`src/rtl/ssphy_powerup_seq.sv`:
```
module ssphy_powerup_seq #(
  parameter longint REF_HZ     = 125_000_000,
  parameter int     RESET_US   = 2000,
  parameter int     SETTLE_US  = 30000,
  parameter int     POLL_LIMIT = 10,
  parameter int     CR_W       = 16,
  parameter logic [2:0] DEF_EQ     = 3'd4,
  parameter logic [6:0] DEF_DEEMPH = 7'd23,
  parameter logic [CR_W-1:0] DEF_MPLL = '0
) (
  input  logic            clk,
  input  logic            rst_n,
  input  logic            start,
  input  logic            xo_present,
  input  logic            tune_default,
  input  logic [2:0]      tune_eq,
  input  logic [6:0]      tune_deemph,
  input  logic [CR_W-1:0] tune_mpll,
  output logic            phy_reset,
  output logic            ref_pad_sel,
  output logic            phy_en,
  output logic            lane_pwr,
  output logic            cr_req,
  output logic [1:0]      cr_cmd,
  output logic [CR_W-1:0] cr_wdata,
  input  logic            cr_busy,
  input  logic [CR_W-1:0] cr_rdata,
  output logic            done,
  output logic            err
);
  localparam longint RST_CYC = (REF_HZ / 1000) * RESET_US / 1000;
  localparam longint SET_CYC = (REF_HZ / 1000) * SETTLE_US / 1000;
  localparam longint TMAX    = (RST_CYC > SET_CYC) ? RST_CYC : SET_CYC;
  localparam int     TW      = $clog2(TMAX + 1);
  localparam int     PW      = $clog2(POLL_LIMIT + 1);
  localparam int     NPATCH  = 5;
  localparam logic [2:0] LAST = 3'(NPATCH - 1);

  localparam logic [1:0] C_ADDR = 2'd0, C_DATA = 2'd1, C_RD = 2'd2, C_WR = 2'd3;

  typedef enum logic [2:0] {S_IDLE, S_RST, S_SETTLE, S_ISSUE, S_WAIT} st_t;

  st_t             st;
  logic [TW-1:0]   tmr;
  logic [PW-1:0]   polls;
  logic [2:0]      pidx, step;
  logic [CR_W-1:0] rbuf, mpll_q, addr, merged;
  logic [2:0]      eq_q;
  logic [6:0]      de_q;
  logic            xo_q;

  always_comb begin
    case (pidx)
      3'd0:    addr = CR_W'(16'h102D);
      3'd1:    addr = CR_W'(16'h1010);
      3'd2:    addr = CR_W'(16'h1006);
      3'd3:    addr = CR_W'(16'h1002);
      default: addr = CR_W'(16'h0030);
    endcase
  end

  always_comb begin
    case (pidx)
      3'd0:    merged = rbuf | CR_W'(16'h0080);
      3'd1:    merged = (rbuf & ~CR_W'(16'h0FF0)) | CR_W'(16'h0020);
      3'd2:    merged = (rbuf & ~CR_W'(16'h0FC0)) | CR_W'(16'h0880) | (CR_W'(eq_q) << 8);
      3'd3:    merged = (rbuf & ~CR_W'(16'h7FFF)) | CR_W'(16'h4000) | (CR_W'(de_q) << 7) | CR_W'(16'h006E);
      default: merged = mpll_q;
    endcase
  end

  always_comb begin
    case (step)
      3'd0, 3'd3: cr_cmd = C_ADDR;
      3'd1, 3'd2: cr_cmd = C_RD;
      3'd4:       cr_cmd = C_DATA;
      default:    cr_cmd = C_WR;
    endcase
  end

  assign cr_wdata = (step == 3'd0 || step == 3'd3) ? addr :
                    (step == 3'd4) ? merged : '0;
  assign cr_req   = (st == S_ISSUE);

  always_ff @(posedge clk or negedge rst_n) begin
    if (!rst_n) begin
      st <= S_IDLE;
      tmr <= '0;
      polls <= '0;
      pidx <= '0;
      step <= '0;
      rbuf <= '0;
      mpll_q <= '0;
      eq_q <= '0;
      de_q <= '0;
      xo_q <= 1'b0;
      phy_reset <= 1'b0;
      ref_pad_sel <= 1'b0;
      phy_en <= 1'b0;
      lane_pwr <= 1'b0;
      done <= 1'b0;
      err <= 1'b0;
    end else begin
      done <= 1'b0;
      case (st)
        S_IDLE: if (start) begin
          err <= 1'b0;
          phy_reset <= 1'b1;
          phy_en <= 1'b0;
          lane_pwr <= 1'b0;
          xo_q <= xo_present;
          eq_q <= tune_default ? DEF_EQ : tune_eq;
          de_q <= tune_default ? DEF_DEEMPH : tune_deemph;
          mpll_q <= tune_default ? DEF_MPLL : tune_mpll;
          tmr <= TW'(RST_CYC - 1);
          st <= S_RST;
        end
        S_RST: begin
          if (tmr == '0) begin
            phy_reset <= 1'b0;
            ref_pad_sel <= xo_q;
            tmr <= TW'(SET_CYC - 1);
            st <= S_SETTLE;
          end else tmr <= tmr - 1'b1;
        end
        S_SETTLE: begin
          if (tmr == '0) begin
            phy_en <= 1'b1;
            lane_pwr <= 1'b1;
            pidx <= '0;
            step <= '0;
            st <= S_ISSUE;
          end else tmr <= tmr - 1'b1;
        end
        S_ISSUE: begin
          polls <= '0;
          st <= S_WAIT;
        end
        S_WAIT: begin
          if (!cr_busy) begin
            if (step == 3'd2) rbuf <= cr_rdata;
            if (step == 3'd5) begin
              if (pidx == LAST) begin
                done <= 1'b1;
                st <= S_IDLE;
              end else begin
                pidx <= pidx + 1'b1;
                step <= (pidx + 1'b1 == LAST) ? 3'd3 : 3'd0;
                st <= S_ISSUE;
              end
            end else begin
              step <= step + 1'b1;
              st <= S_ISSUE;
            end
          end else if (polls == PW'(POLL_LIMIT - 1)) begin
            err <= 1'b1;
            st <= S_IDLE;
          end else polls <= polls + 1'b1;
        end
        default: st <= S_IDLE;
      endcase
    end
  end

  assert_reset_from_start_R2: assert property (@(posedge clk) disable iff (!rst_n)
    $rose(phy_reset) |-> $past(start));
  assert_en_outside_reset_R3: assert property (@(posedge clk) disable iff (!rst_n)
    phy_en |-> !phy_reset);
  assert_lane_with_en_R3: assert property (@(posedge clk) disable iff (!rst_n)
    $rose(phy_en) |-> $rose(lane_pwr));
  assert_req_single_R4: assert property (@(posedge clk) disable iff (!rst_n)
    cr_req |=> !cr_req);
  assert_poll_bound_R8: assert property (@(posedge clk) disable iff (!rst_n)
    (st == S_WAIT) |-> (polls < PW'(POLL_LIMIT)));
  assert_err_hold_R8: assert property (@(posedge clk) disable iff (!rst_n)
    (err && !start) |=> err);
  assert_quiet_after_err_R8: assert property (@(posedge clk) disable iff (!rst_n)
    err |-> !cr_req);
  assert_done_pulse_R9: assert property (@(posedge clk) disable iff (!rst_n)
    done |=> !done);
  assert_done_err_excl_R9: assert property (@(posedge clk) disable iff (!rst_n)
    !(done && err));
endmodule

```
`config.mk`:
```
export PLATFORM = sky130hd
export DESIGN_NAME = ssphy_powerup_seq
export DESIGN_NICKNAME = d
export VERILOG_FILES = /design/src/rtl/ssphy_powerup_seq.sv
export SDC_FILE = /design/constraint.sdc
export NUM_CORES = 1
export LEC_CHECK = 0
export CORE_MARGIN = 4
export CORE_UTILIZATION = 35
export DETAILED_ROUTE_END_ITERATION = 7
export PLACE_DENSITY_LB_ADDON = 0.3
export REMOVE_ABC_BUFFERS = 1
export SETUP_SLACK_MARGIN = 0.2
export SYNTH_ARGS = -nofsm -noshare
export SYNTH_HDL_FRONTEND = slang
export SYNTH_SLANG_ARGS = --single-unit
```
`constraint.sdc`:
```
create_clock -name clk -period 5.5 [get_ports clk]
set_input_delay 1.1 -clock clk [delete_from_list [all_inputs] [get_ports clk]]
set_output_delay 1.1 -clock clk [all_outputs]
set_load 0.03 [all_outputs]
```
## Yosys cells after proc, flatten, opt, wreduce, memory -nomap -nowiden

Cells that the tools add are included.

- Multiply operators: 0
- Equal/unequal tests: 27
- Bitwise logic cells: 3
- Reduce and logical (&&, ||, !) cells: 24
- Add/subtract/negate cells: 4
- Shift operators: 0
- Divide/modulo/power cells: 0
- Muxes and demuxes: 46
- $lt $le $gt $ge: 0

Operators by type and width:

| kind | number |
|---|---|
| 22-bit 2-to-1 mux | 3 |
| 22-bit one-hot mux with 3 select lines | 1 |
| 16-bit one-hot mux with 4 select lines | 1 |
| 13-bit one-hot mux with 4 select lines | 1 |
| 16-bit 2-to-1 mux | 3 |
| 3-bit 2-to-1 mux | 14 |
| 22-bit logical NOT | 1 |
| 22-bit by 1-bit subtractor with 22-bit output (second input constant) | 1 |
| 2-bit != test (second input constant) | 10 |
| 3-bit by 2-bit == test with 1-bit output (second input constant) | 6 |
| 16-bit by 11-bit OR with 16-bit output | 1 |
| 16-bit by 14-bit OR with 16-bit output | 1 |
| 3-bit == test (second input constant) | 5 |
| 3-bit one-hot mux with 5 select lines | 1 |
| 3-bit AND reduction | 5 |
| 3-bit one-hot mux with 2 select lines | 2 |
| 4-bit AND reduction | 3 |
| 1-bit 2-to-1 mux | 10 |
| 2-bit nonzero test | 5 |
| 3-bit by 1-bit == test with 1-bit output (second input constant) | 3 |
| 3-bit logical NOT | 3 |
| 4-bit 2-to-1 mux | 2 |
| 4-bit one-hot mux with 2 select lines | 1 |
| 7-bit 2-to-1 mux | 1 |
| other kinds (13) | 20 |

- Bits in writable memories: 0
- Logic and storage cells: 119
- Memories kept: 0
- Bits in registers: 83
- Bits in latches: 0
- Output and inout bits: 25
- Bits in read-only memories: 0

## Longest topological paths before layout

- Word-level depth: 7
- Mapped depth: 9
- Depth with buffers taken out: 8

## Worst setup path before layout

Ideal clock, no wire load.

- Kind: register to output
- From: register pidx[0]
- To: output port cr_wdata[1]
- Cell stages (with the launch flop): 9
- Required time: 4.400 ns
- Data arrival time: 2.288 ns
- Setup slack: 2.112 ns
- Buffers on the path: 2
- Path through: dfrtp_1 inv_1 ha_1 clkbuf_1 nor3_1 or2_2 clkbuf_1 mux2i_1 o21ai_0

- Cells in the longest elaborated chain, start to end: 4
- Elaborated cells on any way between the ends: 8
- Those cells by class: 3 x eq/ne; 4 x mux; 1 x reduce/logical

RTL lines:

| item | RTL line | source |
|---|---|---|
| start: declaration | 46 | `logic [2:0] pidx, step;` |
| start signal: assignment | 147 | `pidx <= pidx + 1'b1;` |
| 3-bit by 2-bit == test with 1-bit output, or another cell as far along | 53, 63 |  |
| 16-bit one-hot mux with 4 select lines | 63 | `case (pidx)` |
| 16-bit 2-to-1 mux | 82 | `(step == 3'd4) ? merged : '0;` |
| 16-bit 2-to-1 mux * | 81 | `assign cr_wdata = (step == 3'd0 \|\| step == 3'd3) ? addr :` |
| end: declaration | 25 | `output logic [CR_W-1:0] cr_wdata,` |

Mark *: on every way between the ends. The rest lies on a longest branch, timed or not.

## Worst setup path in the final report

- From: register pidx[2]
- To: output port cr_wdata[12]

Same word-level chain as after synthesis.

==> flow_summary.toml <==
[run_status]
status = "completed"

[synthesis]
synth_seq_cells = 82
yosysSeqAreaShare = 0.439
synth.top_cell.area_share = 0.439
synth_area_leaders = "dfrtp_1 44%, o21ai_0 5.7%, nand2_1 4.4%"
yosys.cell_types.count = 65
synthFlopType = "dfrtp_1"
synth_area_um2 = 4670
yosys_warnings = 0
synthArstFlopShare = 1.00
synth.avg_cell_area_um2 = 9.21
synth_edf_count = 0
synth_area_leader_cell = "dfrtp_1"
synthCells = 507

[cts]
htreeDepth = 3
cts_setup_buffers = 0
clock_path_buffers = 2
clk_latency_ns = 0.34
clk_pin_slew_ns = 0.06
cts-root-buf = "clkbuf_16"
post_cts_resized = 0
cts_tree = "yes"
cts_sinks = 82
cts_made_buffers = 9
hold_buffers = 0

[global_routing]
antenna_found_initial = 0
busiest_layer = "met2"
grt_pass1_vias = 3971
met1_usage = 0.234
grtUsageTotal = 0.171
grt.met2_usage = 0.269
met3_usage = 0.0361
overflow = 0
grt_max_degree = 83
grt_pass1_wl_um = 20400

[critical_path]
cp_max_fo = 13
cp_slowest_stage_delay_ns = 0.59
path_class = "reg2out"
start_kind = "register"
r2r-start = "tmr[0]"
path_depth = 8
r2r_cells = 5
worstReg2RegEnd = "tmr[21]"
arrival_ns = 3.56
cp.required_ns = 4.40
regToRegSetupSlack_ns = 2.96
endpoint_kind = "output port"
crit_chain = "inv_1 -> ha_1 -> inv_1 -> o21a_1 -> a221oi_1 -> o22ai_1 -> a22o_1 -> clkdlybuf4s50_1"
slowest_stage = "clkdlybuf4s50_1"
critPathBufInv = 3
cp_common_cell = "inv_1"
path_delay_family = "compound AO/OA/AOI/OAI gates"

[place]
dp_hpwl_um = 8470
io_buffers = 71
post_dp_cell_area_um2 = 5470
gp_congestion = 0.847

[finish]
layout.nets = 622
stdcell_area_um2 = 5750
mostFrequentLayoutCell = "dfrtp_1"
antenna_cells = 0
multi_input_area_um2 = 2420
n_fill_cell = 1287
final_cell_mix = "82 x dfrtp_1, 70 x clkdlybuf4s50_1, 55 x nand2_1"
regArea_um2 = 2050
area_growth_pct = 23.2
drive_gt1_frac = 0.0940

[sta]
finClkSkew_ns = 0.00444
drv_slew = 0
hold_viol_final = 0
rsz0062_at_grt = "no"
setup_violations = 0
tns_ns = 0
fin_crit_ns = 4.66
tightest_slew_ns = 1.06
maxSlewHeadroom = 0.293
fmax_ghz = 0.215
timing.final.crit_share = 0.847

[pwr]
swShare = 0.329
leakagePower_nw = 2.42
pwr-share-comb = 0.232
peakVddDrop_mv = 0.141
clockPowerShare = 0.299
switchingPower_mw = 0.634
internal_power_mw = 1.29
p_seq_frac = 0.469
power_density_nw_per_um2 = 335

[floorplan]
die_h_um = 124
fp.coreArea_um2 = 12800
start_util = 0.364
die_area_um2 = 15300
fp-row-count = 41
io-pin-count = 73
die_w_um = 124

[min_path]
worstHoldStart = "mpll_q[7]"
min_to = "mpll_q[7]"
whs_path_depth = 2
holdCritPathClass = "reg2reg"

[drt]
routed_wl_um = 12200
num_vias = 4005
postRouteAntennaNets = 0
drc = 0
via_per_inst = 5.44
avgRoutedWirePerCell_um = 16.6
firstDrtPassIters = 5
first_iter_violations = 392

[flow_run]
drv_cap = 0
[kinds of logic (layout without fill, tap and decap cells)]
family / Yosys count / in the layout / synth area share
xor gates and xnor gates: 3 / 3 / 0.00563
adders and majority gates: 15 / 15 / 0.0402
buffers and inverters: 50 / 107 / 0.0437
DFF: 82 / 82 / 0.439
and+or+nand+nor: 173 / 173 / 0.200
AOI/OAI and AO/OA: 159 / 159 / 0.212
muxes: 25 / 25 / 0.0595
[sequential cells by signal, summed over array words and instances (netlist names), 3 cells and up]
name / cells
de_q: 7
eq_q: 3
mpll_q: 16
pidx: 3
polls: 4
rbuf: 15
st: 3
step: 3
tmr: 22
[worst reg2reg max path, cell delays in order, from the launching register on]
cell,delay (ns)
dfrtp_1,0.44
nor4_1,0.86
nand4_1,0.33
nor3_1,0.40
a31oi_1,0.15
o22a_1,0.24
[metrics by stage]
stage / utilization / worst slack (ns) / power [mW] / std cells / hold slack [ns]
finish: 0.449 / 0.841 / 1.93 / 736 / 0.475
global route: 0.449 / 0.626 / 2.05 / 736 / 0.505
CTS: 0.449 / 0.866 / 1.95 / 736 / 0.480
detailed placement: 0.427 / 1.25 / 1.36 / 720 / 0.467
global placement: 0.427 / 1.31 / 1.34 / 720 / 0.458
floorplan: - / 2.27 / 1.18 / 476 / 0.442
[cells in the mapped netlist (4+ instances only)]
library cell	number
a21o_1	5
a21oi_1	37
a31oi_1	14
clkbuf_1	24
dfrtp_1	82
ha_1	15
inv_1	19
mux2_2	18
mux2i_1	6
nand2_1	55
nand2b_1	27
nand3_1	9
nand4_1	5
nor2_1	29
nor2b_1	5
nor3_1	10
nor4_1	4
o21ai_0	53
o22ai_1	10
o41ai_1	4
[power groups by stage]
| stage | clock, mW | combinational, mW | sequential (mW) |
|---|---|---|---|
| after global routing | 0.621 | 0.502 | 0.928 |
| after detailed placement | 0 | 0.450 | 0.910 |
| final | 0.576 | 0.446 | 0.904 |
| after CTS | 0.596 | 0.452 | 0.902 |
| after global placement | 0 | 0.436 | 0.901 |
| after floorplan | 0 | 0.300 | 0.875 |
[layer usage]
layer	routed length (µm)	vias to the layer above	share of wire
li1	-	1950	-
met1	5850	1953	0.48
met2	5710	88	0.47
met3	459	14	0.038
met4	191	0	0.016
met5	0	-	0
[how the worst max path moves through the flow]
| stage | start | endpoint | slack [ns] |
|---|---|---|---|
| 2_1_floorplan | step[0] | cr_wdata[1] | 2.27 |
| 4_1_cts | pidx[2] | cr_wdata[12] | 0.87 |
| 3_3_place_gp | pidx[2] | cr_wdata[12] | 1.31 |
| 6_report | pidx[2] | cr_wdata[12] | 0.84 |
| 3_5_place_dp | pidx[2] | cr_wdata[12] | 1.25 |
| 5_1_grt | pidx[2] | cr_wdata[12] | 0.63 |
[cell type report]
class                   instances  share of cell area
clock buffers                  14              0.0476
clock inverters                 2             0.00174
inverters                      19              0.0124
multi-input cells             375               0.420
flip-flops and latches         82               0.357
well taps                     172              0.0374
repair buffers                 72               0.124
No activity file was read; power rests on OpenSTA's default activity.
